## config.mk

```make
export PLATFORM = sky130hd
export DESIGN_NAME = ldfmt_sel_decoder
export DESIGN_NICKNAME = d
export VERILOG_FILES = /design/src/rtl/ldfmt_pkg.sv /design/src/rtl/ldfmt_lane_route.sv /design/src/rtl/ldfmt_ext_ctl.sv /design/src/rtl/ldfmt_apply.sv /design/src/rtl/ldfmt_sel_decoder.sv
export SDC_FILE = /design/constraint.sdc
export NUM_CORES = 1
export LEC_CHECK = 0
export BUFFER_PORTS_ARGS = -buffer_cell sky130_fd_sc_hd__buf_2
export CELL_PAD_IN_SITES_DETAIL_PLACEMENT = 2
export CELL_PAD_IN_SITES_GLOBAL_PLACEMENT = 2
export CORE_MARGIN = 1
export CORE_UTILIZATION = 35
export DETAILED_ROUTE_END_ITERATION = 6
export GPL_TIMING_DRIVEN = 0
export PLACE_DENSITY = 0.82
export SKIP_LAST_GASP = 1
export SLEW_MARGIN = 20
export SYNTH_ARGS = -nofsm -noshare
export SYNTH_HDL_FRONTEND = slang
export SYNTH_HIERARCHICAL = 1
export SYNTH_SLANG_ARGS = --single-unit
```

## constraint.sdc

```tcl
create_clock -name vclk -period 111.2
set_input_delay 11.12 -clock vclk [all_inputs]
set_output_delay 11.12 -clock vclk [all_outputs]
set_load 0.03 [all_outputs]
```

## src/rtl/ldfmt_pkg.sv

```systemverilog
`timescale 1ns/1ps
package ldfmt_pkg;
    localparam int LANES        = 8;
    localparam int BYTE_W       = 8;
    localparam int DATA_W       = LANES * BYTE_W;
    localparam int IDX_W        = $clog2(LANES);
    localparam int GRP_W        = 4;
    localparam int NARROW_LANES = LANES - 2;
    localparam int NARROW_W     = NARROW_LANES * GRP_W;

    typedef enum logic [1:0] {
        ACC_BYTE = 2'd0,
        ACC_HALF = 2'd1,
        ACC_WORD = 2'd2,
        ACC_DBL  = 2'd3
    } acc_size_e;

    typedef struct packed {
        logic [LANES-1:0]    full0;
        logic [LANES-1:0]    full1;
        logic [NARROW_W-1:0] narrow;
        logic [LANES-1:1]    pass;
        logic [LANES-1:1]    ones;
        logic                err;
    } fmt_ctl_t;

    function automatic int acc_bytes(acc_size_e sz);
        return 1 << int'(sz);
    endfunction

    function automatic logic is_aligned(acc_size_e sz, logic [IDX_W-1:0] addr);
        return (int'(addr) % acc_bytes(sz)) == 0;
    endfunction

    // Byte index in the raw doubleword that feeds result lane `lane`.
    function automatic logic [IDX_W-1:0] src_index(int lane, acc_size_e sz,
                                                   logic [IDX_W-1:0] addr, logic be);
        int n;
        int v;
        n = acc_bytes(sz);
        if (be) v = (LANES - 1) - int'(addr) - (n - 1) + lane;
        else    v = (LANES - 1) - int'(addr) - lane;
        return IDX_W'(v);
    endfunction

    // Lanes 2, 5, 6 form group A; lanes 3, 4, 7 form group B.
    function automatic logic lane_in_grp_a(int lane);
        return (lane == 2) || (lane == 5) || (lane == 6);
    endfunction

    // Source byte reached by position p of a group mux.
    function automatic logic [IDX_W-1:0] grp_member(logic grp_a, logic [1:0] p);
        return grp_a ? {p[1], p[0], ~p[0]} : {p[1], p[0], p[0]};
    endfunction
endpackage

```

## src/rtl/ldfmt_lane_route.sv

```systemverilog
`timescale 1ns/1ps
module ldfmt_lane_route
    import ldfmt_pkg::*;
#(
    parameter int LANE = 0
) (
    input  acc_size_e          size,
    input  logic [IDX_W-1:0]   addr,
    input  logic               big_endian,
    input  logic               valid,
    output logic [LANES-1:0]   onehot
);
    logic [IDX_W-1:0] idx;
    logic             in_datum;

    always_comb begin
        idx      = src_index(LANE, size, addr, big_endian);
        in_datum = valid && (LANE < acc_bytes(size));
        onehot   = '0;
        if (in_datum) onehot[idx] = 1'b1;
    end
endmodule

```

## src/rtl/ldfmt_ext_ctl.sv

```systemverilog
`timescale 1ns/1ps
module ldfmt_ext_ctl
    import ldfmt_pkg::*;
(
    input  acc_size_e          size,
    input  logic [IDX_W-1:0]   addr,
    input  logic               big_endian,
    input  logic               signed_ld,
    input  logic [LANES-1:0]   src_msb,
    input  logic               valid,
    output logic [LANES-1:1]   pass,
    output logic [LANES-1:1]   ones
);
    logic [IDX_W-1:0] top_idx;
    logic             sign_fill;

    always_comb begin
        // Most significant datum byte lands in lane N-1.
        top_idx   = src_index(acc_bytes(size) - 1, size, addr, big_endian);
        sign_fill = signed_ld && src_msb[top_idx];
        for (int l = 1; l < LANES; l++) begin
            pass[l] = valid && (l <  acc_bytes(size));
            ones[l] = valid && (l >= acc_bytes(size)) && sign_fill;
        end
    end
endmodule

```

## src/rtl/ldfmt_apply.sv

```systemverilog
`timescale 1ns/1ps
module ldfmt_apply
    import ldfmt_pkg::*;
(
    input  logic [DATA_W-1:0]   raw,
    input  logic [LANES-1:0]    full0,
    input  logic [LANES-1:0]    full1,
    input  logic [NARROW_W-1:0] narrow,
    input  logic [LANES-1:1]    pass,
    input  logic [LANES-1:1]    ones,
    output logic [DATA_W-1:0]   int_out,
    output logic [DATA_W-1:0]   fp_out
);
    logic [LANES-1:0][BYTE_W-1:0] src;
    logic [LANES-1:0][BYTE_W-1:0] perm;

    assign src = raw;

    generate
        for (genvar l = 0; l < LANES; l++) begin : g_lane
            if (l < 2) begin : g_full
                logic [LANES-1:0] sel;
                assign sel = (l == 0) ? full0 : full1;
                always_comb begin
                    perm[l] = '0;
                    for (int k = 0; k < LANES; k++)
                        perm[l] = perm[l] | ({BYTE_W{sel[k]}} & src[k]);
                end
            end else begin : g_narrow
                logic [GRP_W-1:0] sel;
                assign sel = narrow[(l-2)*GRP_W +: GRP_W];
                always_comb begin
                    perm[l] = '0;
                    for (int p = 0; p < GRP_W; p++)
                        perm[l] = perm[l] |
                            ({BYTE_W{sel[p]}} & src[grp_member(lane_in_grp_a(l), 2'(p))]);
                end
            end

            assign fp_out[l*BYTE_W +: BYTE_W] = perm[l];
            if (l == 0) begin : g_low
                assign int_out[BYTE_W-1:0] = perm[0];
            end else begin : g_ext
                assign int_out[l*BYTE_W +: BYTE_W] =
                    ({BYTE_W{pass[l]}} & perm[l]) | {BYTE_W{ones[l]}};
            end
        end
    endgenerate
endmodule

```

## src/rtl/ldfmt_sel_decoder.sv

```systemverilog
`timescale 1ns/1ps
module ldfmt_sel_decoder
    import ldfmt_pkg::*;
(
    input  logic [1:0]          acc_size,
    input  logic [IDX_W-1:0]    addr_lo,
    input  logic                big_endian,
    input  logic                signed_ld,
    input  logic [DATA_W-1:0]   raw_data,
    output logic [LANES-1:0]    sel_full0,
    output logic [LANES-1:0]    sel_full1,
    output logic [NARROW_W-1:0] sel_narrow,
    output logic [LANES-1:1]    pass_sel,
    output logic [LANES-1:1]    ones_sel,
    output logic                err,
    output logic [DATA_W-1:0]   int_data,
    output logic [DATA_W-1:0]   fp_data
);
    acc_size_e        size;
    logic             valid;
    logic [LANES-1:0] src_msb;
    fmt_ctl_t         ctl;

    assign size  = acc_size_e'(acc_size);
    assign valid = is_aligned(size, addr_lo);

    generate
        for (genvar k = 0; k < LANES; k++) begin : g_msb
            assign src_msb[k] = raw_data[k*BYTE_W + BYTE_W - 1];
        end

        for (genvar l = 0; l < LANES; l++) begin : g_route
            logic [LANES-1:0] oh;
            ldfmt_lane_route #(.LANE(l)) u_route (
                .size       (size),
                .addr       (addr_lo),
                .big_endian (big_endian),
                .valid      (valid),
                .onehot     (oh)
            );
            if (l == 0) begin : g_l0
                assign ctl.full0 = oh;
            end else if (l == 1) begin : g_l1
                assign ctl.full1 = oh;
            end else if (lane_in_grp_a(l)) begin : g_ga
                assign ctl.narrow[(l-2)*GRP_W +: GRP_W] = {oh[6], oh[5], oh[2], oh[1]};
            end else begin : g_gb
                assign ctl.narrow[(l-2)*GRP_W +: GRP_W] = {oh[7], oh[4], oh[3], oh[0]};
            end
        end
    endgenerate

    ldfmt_ext_ctl u_ext (
        .size       (size),
        .addr       (addr_lo),
        .big_endian (big_endian),
        .signed_ld  (signed_ld),
        .src_msb    (src_msb),
        .valid      (valid),
        .pass       (ctl.pass),
        .ones       (ctl.ones)
    );

    assign ctl.err = !valid;

    ldfmt_apply u_apply (
        .raw     (raw_data),
        .full0   (ctl.full0),
        .full1   (ctl.full1),
        .narrow  (ctl.narrow),
        .pass    (ctl.pass),
        .ones    (ctl.ones),
        .int_out (int_data),
        .fp_out  (fp_data)
    );

    assign sel_full0  = ctl.full0;
    assign sel_full1  = ctl.full1;
    assign sel_narrow = ctl.narrow;
    assign pass_sel   = ctl.pass;
    assign ones_sel   = ctl.ones;
    assign err        = ctl.err;
endmodule

```

# ---- After elaboration in Yosys (flattened, before gate mapping)
# Index checks and enable logic that the tools add are counted.
dict set report totals {
  ram_bits 0
  reg_bits 0
  latch_bits 0
  n_memories 0
  elab_cells 206
  in_bits 71
  output_inout_bits 183
  romBits 0
}
dict set report classes {
  n_eq_ne 0
  muxes 35
  bitwise_logic 86
  n_reduce_logical 33
  multipliers 0
  magnitude_cmp 32
  add_sub_neg 18
  div_mod_pow 1
  shifts 1
}
# cell n
set op_table {}
lappend op_table {{AND 8 bit} 47}
lappend op_table {{OR 8 bit} 39}
lappend op_table {{>= comparator 4 x 32 -> 1 bit (first input constant)} 4}
lappend op_table {{< comparator 4 x 32 -> 1 bit (first input constant)} 4}
lappend op_table {{>= comparator 3 x 32 -> 1 bit (first input constant)} 2}
lappend op_table {{< comparator 3 x 32 -> 1 bit (first input constant)} 2}
lappend op_table {{two-way mux 8 bit} 5}
lappend op_table {{< comparator 3 x 4 -> 1 bit (second input constant)} 9}
lappend op_table {{>= comparator 2 x 32 -> 1 bit (first input constant)} 1}
lappend op_table {{zero test 32 bit} 1}
lappend op_table {{< comparator 1 x 32 -> 1 bit (first input constant)} 1}
lappend op_table {{< comparator 2 x 32 -> 1 bit (first input constant)} 1}
lappend op_table {{remainder unit 4 x 32 -> 32 bit} 1}
lappend op_table {{left shift 1 x 2 -> 32 bit (first input constant)} 1}
lappend op_table {{logical AND 1 bit} 31}
lappend op_table {{two-way mux 3 bit} 9}
lappend op_table {{demux 1 bit (select 3 bit)} 8}
lappend op_table {{>= comparator 3 x 1 -> 1 bit (second input constant)} 8}
lappend op_table {{two-way mux 7 bit} 3}
lappend op_table {{adder 3 bit (second input constant)} 4}
lappend op_table {{subtractor 3 bit (second input constant)} 4}
lappend op_table {{two-way mux 1 bit} 9}
lappend op_table {{subtractor 3 x 2 -> 3 bit (second input constant)} 3}
lappend op_table {{adder 3 x 2 -> 3 bit (second input constant)} 2}
lappend op_table {{7 further kinds} 7}

# ---- Depth between registers and ports, before layout
# Gate-level depths: netlist of run 1.
dict set report logic_depth {
  ltp_word 20
  ltp_mapped 325
  ltp_nobuf 302
}

# ---- Cells and area by module
# The synthesis of run 1 kept the hierarchy.
# mod area_each_um2 instances cells_each seq_area_each_um2
set modules_own_cells {}
lappend modules_own_cells {ldfmt_sel_decoder 17221.5 1 2559 0.0}
lappend modules_own_cells {ldfmt_apply 2212.1 1 342 0.0}
lappend modules_own_cells {ldfmt_ext_ctl 347.8 1 41 0.0}
lappend modules_own_cells {{ldfmt_lane_route (g_route[4].u_route)} 295.3 1 41 0.0}
lappend modules_own_cells {{ldfmt_lane_route (g_route[5].u_route)} 292.8 1 40 0.0}
lappend modules_own_cells {{ldfmt_lane_route (g_route[0].u_route)} 281.5 1 38 0.0}
lappend modules_own_cells {{ldfmt_lane_route (g_route[1].u_route)} 252.7 1 29 0.0}
lappend modules_own_cells {{ldfmt_lane_route (g_route[3].u_route)} 231.5 1 29 0.0}
lappend modules_own_cells {{ldfmt_lane_route (g_route[2].u_route)} 209.0 1 33 0.0}
lappend modules_own_cells {{ldfmt_lane_route (g_route[7].u_route)} 209.0 1 29 0.0}
lappend modules_own_cells {{ldfmt_lane_route (g_route[6].u_route)} 203.9 1 33 0.0}

# ---- Worst setup path after synthesis of run 1
# Ideal clock, no wire load.
dict set report synth_timing {
  path_type {input port to output port}
  start {in acc_size[1]}
  end {out int_data[10]}
  arrival_ps 78882
  t_required_ps 100080
  path_slack_ps 21198
  n_path_buf 22
  stages 315
  path_cell_list {buf_2 nor2_1 clkbuf_1 clkbuf_1 inv_1 ha_1 o21a_1 o211ai_1 o21ai_0 ha_1 or3_1 o22ai_1 nor3_1 a21o_1 ha_1 a21o_1 o21a_1 nor2_1 [... 279 more ...] clkbuf_1 nand3_1 mux2i_1 ha_1 a21o_1 a21o_1 xor2_1 or4_1 nor4_1 o2111ai_1 a2111o_1 nor4_1 o21ai_0 nor4_1 buf_6 a22oi_1 nand4_1 a21o_1}
}
dict set report synth_between {
  word_cells_on_any_way 40
  classes_between {add/sub: 4; div: 1; order compare: 4; shift: 1; mux: 7; bitwise: 17; reduce/logical: 6}
}
# element line
set synth_rtl {}
lappend synth_rtl {{start: declaration} ldfmt_sel_decoder.sv:5} ;# input logic [1:0] acc_size,
lappend synth_rtl {{left shift 1 x 2 -> 32 bit} ldfmt_pkg.sv:28} ;# return 1 << int'(sz);
lappend synth_rtl {{remainder unit 4 x 32 -> 32 bit} ldfmt_pkg.sv:32} ;# return (int'(addr) % acc_bytes(sz)) == 0;
lappend synth_rtl {{zero test 32 bit} ldfmt_pkg.sv:32}
lappend synth_rtl {{net valid} ldfmt_sel_decoder.sv:20} ;# logic valid;
lappend synth_rtl {{logical AND 1 bit} ldfmt_lane_route.sv:18} ;# in_datum = valid && (LANE < acc_bytes(size));
lappend synth_rtl {{two-way mux 8 bit} ldfmt_lane_route.sv:20} ;# if (in_datum) onehot[idx] = 1'b1;
lappend synth_rtl {{net sel_full1[1]} ldfmt_sel_decoder.sv:11} ;# output logic [LANES-1:0] sel_full1,
lappend synth_rtl {{AND 8 bit} ldfmt_apply.sv:27} ;# perm[l] = perm[l] | ({BYTE_W{sel[k]}} & src[k]);
lappend synth_rtl {{OR 8 bit (7 in series)} ldfmt_apply.sv:27}
lappend synth_rtl {{net fp_data[10]} ldfmt_sel_decoder.sv:17} ;# output logic [DATA_W-1:0] fp_data
lappend synth_rtl {{AND 8 bit} ldfmt_apply.sv:45} ;# ({BYTE_W{pass[l]}} & perm[l]) | {BYTE_W{ones[l]}};
lappend synth_rtl {{OR 8 bit} ldfmt_apply.sv:45}
lappend synth_rtl {{end: declaration} ldfmt_sel_decoder.sv:16} ;# output logic [DATA_W-1:0] int_data,
# The timed path passes the listed nets, and every way through them passes these cells. The select of a mux whose other input is x is not followed.

# ---- Final worst setup path of run 1
dict set report layout_timing {
  start {in acc_size[1]}
  end {out int_data[45]}
}
dict set report layout_between {
  word_cells_on_any_way 32
  classes_between {add/sub: 4; div: 1; order compare: 4; shift: 1; mux: 7; bitwise: 9; reduce/logical: 6}
}
# element line
set layout_rtl {}
lappend layout_rtl {{left shift 1 x 2 -> 32 bit *} ldfmt_pkg.sv:28}
lappend layout_rtl {{remainder unit 4 x 32 -> 32 bit *} ldfmt_pkg.sv:32}
lappend layout_rtl {{zero test 32 bit *} ldfmt_pkg.sv:32}
lappend layout_rtl {{net valid} ldfmt_sel_decoder.sv:20}
lappend layout_rtl {{logical AND 1 bit} {ldfmt_lane_route.sv:18, ldfmt_ext_ctl.sv:22}}
lappend layout_rtl {{two-way mux 7 bit} ldfmt_lane_route.sv:20}
lappend layout_rtl {{AND 8 bit} ldfmt_apply.sv:36} ;# ({BYTE_W{sel[p]}} & src[grp_member(lane_in_grp_a(l), 2'(p))]);
lappend layout_rtl {{OR 8 bit (3 in series)} ldfmt_apply.sv:35} ;# perm[l] = perm[l] |
lappend layout_rtl {{AND 8 bit} ldfmt_apply.sv:45}
lappend layout_rtl {{OR 8 bit *} ldfmt_apply.sv:45}
# Mark *: on every way through the listed nets, which the timed path passes. The rest lies on a longest branch. The select of a mux whose other input is x is not followed.

==> flow_summary.toml, run 1 <==
[routing]
drtAntennaViolNets = 0
wirelength_um = 101600
detail_route.iter0.violations = 1345
viasPerCell = 6.455
wl_per_cell_um = 23.91
drc = 0
num_vias = 27440
first_pass_iters = 5

[logic_synthesis]
synth_cells = 3181
yosys_warnings = 6
syn_avg_cell_area_um2 = 6.783
syn_area_um2 = 21580

[global_routing]
overflow = 0
grt_pass1_wl_um = 162400
antenna_found_initial = 4
grt_max_degree = 40
grt_use_total_pct = 30.89
grt_pass1_vias = 29310

[die]
rows = 90
chipHeight_um = 250.3
dieArea_um2 = 62650
io_pins = 254
initial_utilization_pct = 35.62
core_area_um2 = 60580
die_w_um = 250.3

[timing]
hold_violations = 0
max_slew_margin_pct = 25.10
setup_violations = 0
fin_crit_ns = 105.15
tns_ns = 0
fmax_mhz = 9.510
slew_viol_final = 0
tightest_slew_ns = 1.113
finalCritPeriodShare_pct = 94.56

[clocking]
cts_hold_buffers = 0

[setup_path]
critPathMaxFanout = 38
critPathBufInv = 38
required_ns = 100.08
crit_path_start_kind = "input pin"
worstPathArrival_ns = 94.03
crit_slowest_cell = "nor3b_2"
critPathKind = "input pin to primary output"
cp_common_cell = "nor2_1"
cp-end-kind = "primary output"
critPathMaxStageDelay_ns = 0.80
cp_top_family = "simple AND/OR/NAND/NOR gates"

[cells_and_area]
seq_area_um2 = 0
seq_cells = 0
n_clock_buffer = 0
drive_above_1_share_pct = 16.14
syn_to_final_growth_pct = 11.89
fin_nets = 3675

[outcome]
status = "completed"

[min_path]
hold_path_class = "input pin to primary output"

[flow_run]
max_cap_viol_count = 0

[placement]
dp_hpwl_um = 86340
io_buffers = 254
gp_congestion = 0.9447
-- layer usage --
metal  share of wire, %  global-route usage, %
met5                  0                      0
met4                2.4                  7.853
met3                2.3                 0.9664
met2                 51                  58.44
met1                 44                  37.98
-- metrics by stage --
| step | util, % | std cells | instance area [µm²] | setup slack (ns) | hold WS (ns) |
|---|---|---|---|---|---|
| CTS | 39.62 | 4240 | 24000 | 2.160 | 22.75 |
| global route | 39.85 | 4249 | 24140 | -0.1139 | 22.79 |
| detailed placement | 39.62 | 4240 | 24000 | 2.383 | 22.75 |
| global placement | 39.44 | 4234 | 23890 | 4.112 | 22.74 |
| floorplan | - | 3198 | 21640 | 21.20 | 22.43 |
| finish | 39.85 | 4250 | 24140 | 6.053 | 22.76 |
-- what timing repair did --
action | CTS | global route
endpoints found under the setup margin | 0 | 183
endpoints found under the hold margin | 0 | 0
gates resized for setup | 0 | 30
buffers inserted | 0 | 5
-- placed cells by master, fill, tap and decap left out, types with 35 or more instances in the layout --
cell type and count:
a21oi_1 170, nand2_1 304, buf_2 292, inv_1 75
ha_1 134, nor2_1 303, or3_1 57, clkbuf_1 43
o21a_1 56, o211ai_1 39, a22oi_1 166, and2_1 52
nor3_1 131, a211oi_1 42, nand2b_1 56, o31ai_1 35
xor2_1 58, nand3_1 97, or2_2 36, o21ai_0 93
nand4_1 70, and3_1 37, a21o_1 109, mux2i_1 62
xnor2_1 144, a31oi_1 58
-- layout make-up --
| class | instances | area (µm²) |
|---|---|---|
| fill | 7414 | 36440 |
| multi-input combinational | 2987 | 20780 |
| timing repair buffer | 265 | 1401 |
| tap | 782 | 978.4 |
| buffer | 134 | 676.9 |
| inverter | 77 | 292.8 |
| antenna | 5 | 12.51 |
-- final timing paths --
kind,from,end,slack [ns],cells past startpoint
worst max-delay path,acc_size[1],int_data[45],6.05,319
worst min-delay path,raw_data[29],fp_data[61],22.76,4
Power of run 1 is left out: the tool's default activity adds up to more than one toggle a clock period on the data nets, which glitch-free logic cannot reach.
==> run 2, diff against run 1 <==
--- a/config.mk
+++ b/config.mk
@@ -14,4 +14,5 @@
 export GPL_TIMING_DRIVEN = 0
 export PLACE_DENSITY = 0.82
+export SETUP_SLACK_MARGIN = 0.02
 export SKIP_LAST_GASP = 1
 export SLEW_MARGIN = 20
==> constraint.sdc (replaced) <==
create_clock -name vclk -period 111.2
set_input_delay 5.56 -clock vclk [all_inputs]
set_output_delay 5.56 -clock vclk [all_outputs]
set_load 0.03 [all_outputs]
==> flow_summary.toml, run 2 (same netlist as run 1, synthesis figures left out) <==
[outcome]
status = "completed"

[timing]
slew_viol_final = 0
hold_violations = 0
setup_violations = 0
max_slew_margin_pct = 25.94
fmax_mhz = 10.16
tns_ns = 0
finalWorstSetupSlack_ns = 12.76
fin_crit_ns = 98.44
tightest_slew_ns = 1.104
finalCritPeriodShare_pct = 88.52
rsz0062_at_grt = "false"

[clocking]
post_cts_buffers = 0
cts_hold_buffers = 0
cts-resized-gates = 0

[die]
core_area_um2 = 60580
die_w_um = 250.3
io_pins = 254
chipHeight_um = 250.3
dieArea_um2 = 62650
initial_utilization_pct = 35.62
rows = 90

[global_routing]
grt_use_total_pct = 30.89
antenna_found_initial = 4
overflow = 0
grt_util_met2_pct = 58.44
gr-usage-met3_pct = 0.9664
grt_pass1_wl_um = 162400
grt_max_degree = 40
grt_pass1_vias = 29310
gr-max-usage-layer = "met2"
use_met1_pct = 37.98

[min_path]
hold_path_class = "input pin to primary output"

[routing]
drc = 0
wirelength_um = 101200
detail_route.iter0.violations = 1349
wl_per_cell_um = 23.85
first_pass_iters = 5
num_vias = 27380
viasPerCell = 6.451
drtAntennaViolNets = 0

[placement]
post-place-ws_ns = 13.50
dp_hpwl_um = 86340
gp_congestion = 0.9447
io_buffers = 254

[cells_and_area]
syn_to_final_growth_pct = 11.31
drive_above_1_share_pct = 15.44
n_clock_buffer = 0
mostFrequentLayoutCell = "nor2_1"
seq_cells = 0
seq_area_um2 = 0
mostFrequentLayoutCells = "nor2_1, nand2_1, buf_2, a21oi_1, a22oi_1"
fin_nets = 3670
fin_util_pct = 39.65

[setup_path]
critPathMaxFanout = 38
critPathMaxStageDelay_ns = 0.81
crit_path_start_kind = "input pin"
cp_common_cell = "nor2_1"
crit_slowest_cell = "nor3b_2"
required_ns = 105.64
cp-end-kind = "primary output"
worstPathArrival_ns = 92.88
critPathKind = "input pin to primary output"

[flow_run]
max_cap_viol_count = 0
-- run 2: changes by cell type in the layout (fill, tap and decap cells not counted), moves of 2 or more --
cell and change:
a21oi_2 -4, nor3_2 -2, nor2_4 -2, clkbuf_2 -6, a21oi_1 +4, buf_4 -5
nor2_1 +3, clkbuf_1 +6, nor3_1 +2
-- run 2: per-stage QoR --
| step | hold WS (ns) | area, µm² | instances |
|---|---|---|---|
| final | 11.64 | 24020 | 4244 |
| after global routing | 11.67 | 24020 | 4244 |
| after CTS | 11.63 | 24000 | 4240 |
| after detailed placement | 11.63 | 24000 | 4240 |
| after global placement | 11.62 | 23890 | 4234 |
| after floorplan | 11.31 | 21640 | 3198 |
-- run 2: metal layers --
| metal | part of all wire, % | vias up |
|---|---|---|
| met1 | 44 | 13850 |
| met3 | 2.2 | 153 |
| li1 | - | 12860 |
| met2 | 51 | 519 |
| met4 | 2.5 | 0 |
| met5 | 0 | - |
-- run 2: layout make-up --
class                      instances  area, µm²
tap                              782      978.4
multi-input combinational       2987      20710
fill                            7423      36560
buffer                           134      669.4
antenna                            4      10.01
timing repair buffer             260       1364
inverter                          77      289.0
-- run 2: worst max-delay path: cells and delay by family --
family	cells	cell delay, ns
AND/OR/NAND/NOR	134	36.75
AO/OA/AOI/OAI	107	26.81
buffers and inverters	37	10.30
adder cells (fa/ha/maj)	30	9.83
multiplexers	8	3.23
XOR/XNOR	1	0.15
-- run 2: final timing paths --
path / from / to / slack [ns] / cells past startpoint
max: acc_size[1] / int_data[43] / 12.76 / 317
min: raw_data[29] / fp_data[61] / 11.64 / 4
Power of run 2 is left out for the same reason.
==> run 3, diff against run 2 <==
Settings changed: BUFFER_PORTS_ARGS -buffer_cell sky130_fd_sc_hd__buf_2 to -buffer_cell sky130_fd_sc_hd__buf_4, CELL_PAD_IN_SITES_DETAIL_PLACEMENT 2 to 0, CELL_PAD_IN_SITES_GLOBAL_PLACEMENT 2 to 1, CORE_UTILIZATION 35 to 45.
==> flow_summary.toml, run 3 (same netlist as run 1, synthesis figures left out) <==
[die]
initial_utilization_pct = 45.96
chipHeight_um = 221.0
dieArea_um2 = 48830
die_w_um = 221.0
rows = 79
core_area_um2 = 46950
io_pins = 254

[cells_and_area]
n_fill_cell = 4807
drive_above_1_share_pct = 15.36
seq_area_um2 = 0
mostFrequentLayoutCell = "nor2_1"
mostFrequentLayoutCells = "nor2_1, nand2_1, buf_4, a21oi_1, a22oi_1"
multi_input_area_um2 = 20700
syn_to_final_growth_pct = 13.13
fin_util_pct = 51.99
fin_nets = 3669
n_clock_buffer = 0
seq_cells = 0

[setup_path]
cp_top_family = "simple AND/OR/NAND/NOR gates"
critPathKind = "input pin to primary output"
crit_slowest_cell = "nor4_2"
critPathMaxFanout = 38
worstPathArrival_ns = 88.95
cp-end-kind = "primary output"
critPathMaxStageDelay_ns = 0.72
cp_common_cell = "nor2_1"
required_ns = 105.64
crit_path_start_kind = "input pin"
critPathBufInv = 36

[routing]
drc = 0
wirelength_um = 81350
num_vias = 26630
wl_per_cell_um = 20.01
drtAntennaViolNets = 0
viasPerCell = 6.550
first_pass_iters = 6
detail_route.iter0.violations = 2422

[timing]
max_slew_margin_pct = 26.60
setup_violations = 0
tightest_slew_ns = 1.094
hold_violations = 0
tns_ns = 0
fin_crit_ns = 94.51
hold_ws_ns = 11.56
finalCritPeriodShare_pct = 84.99
slew_viol_final = 0
fmax_mhz = 10.58
rsz0062_at_grt = "false"
finalWorstSetupSlack_ns = 16.69

[clocking]
cts_hold_buffers = 0
cts-resized-gates = 0
post_cts_buffers = 0

[placement]
dp_hpwl_um = 67800
post-place-ws_ns = 17.70
gp_congestion = 1.003
io_buffers = 254

[global_routing]
grt_pass1_wl_um = 129900
antenna_found_initial = 1
grt_pass1_vias = 24810
grt_max_degree = 40
grt_use_total_pct = 31.01
overflow = 0

[outcome]
status = "completed"

[min_path]
min_to = "fp_data[58]"
hold_depth = 4
hold_path_class = "input pin to primary output"
hp-start = "raw_data[58]"

[flow_run]
max_cap_viol_count = 0
[run 3: layout make-up]
type / count / area share [%]
inverters: 77 / 1.184
well taps: 607 / 3.111
diodes: 1 / 0.01025
repair buffers: 259 / 8.170
multi-input cells: 2987 / 84.78
plain buffers: 134 / 2.742
[run 3: worst max-delay path by stage]
stage | from | end | slack [ns] | cells after the start
6_report | acc_size[1] | int_data[7] | 16.69 | 316
5_1_grt | acc_size[1] | int_data[7] | 9.34 | 320
4_1_cts | acc_size[1] | int_data[7] | 17.37 | 316
3_5_place_dp | acc_size[1] | int_data[7] | 17.70 | 316
3_3_place_gp | acc_size[1] | int_data[62] | 16.98 | 311
2_1_floorplan | acc_size[1] | int_data[10] | 32.32 | 315
[run 3: through the flow]
step | instances | cell area, µm²
2_1_floorplan | 3198 | 21640
3_3_place_gp | 4059 | 24310
3_5_place_dp | 4064 | 24410
4_1_cts | 4064 | 24410
5_1_grt | 4065 | 24410
6_report | 4065 | 24410
[run 3: routing by layer]
| metal | GRT usage (%) | part of all wire (%) |
|---|---|---|
| met1 | 40.66 | 45 |
| met2 | 55.76 | 48 |
| met3 | 1.766 | 5.0 |
| met4 | 6.158 | 2.0 |
| met5 | 0 | 0 |
[run 3: tightest hold or removal path, stage by stage]
cell and delay, ns:
buf_4 0.12, a22oi_1 0.07, nand2_1 0.09, buf_4 0.16
Power of run 3 is left out for the same reason.
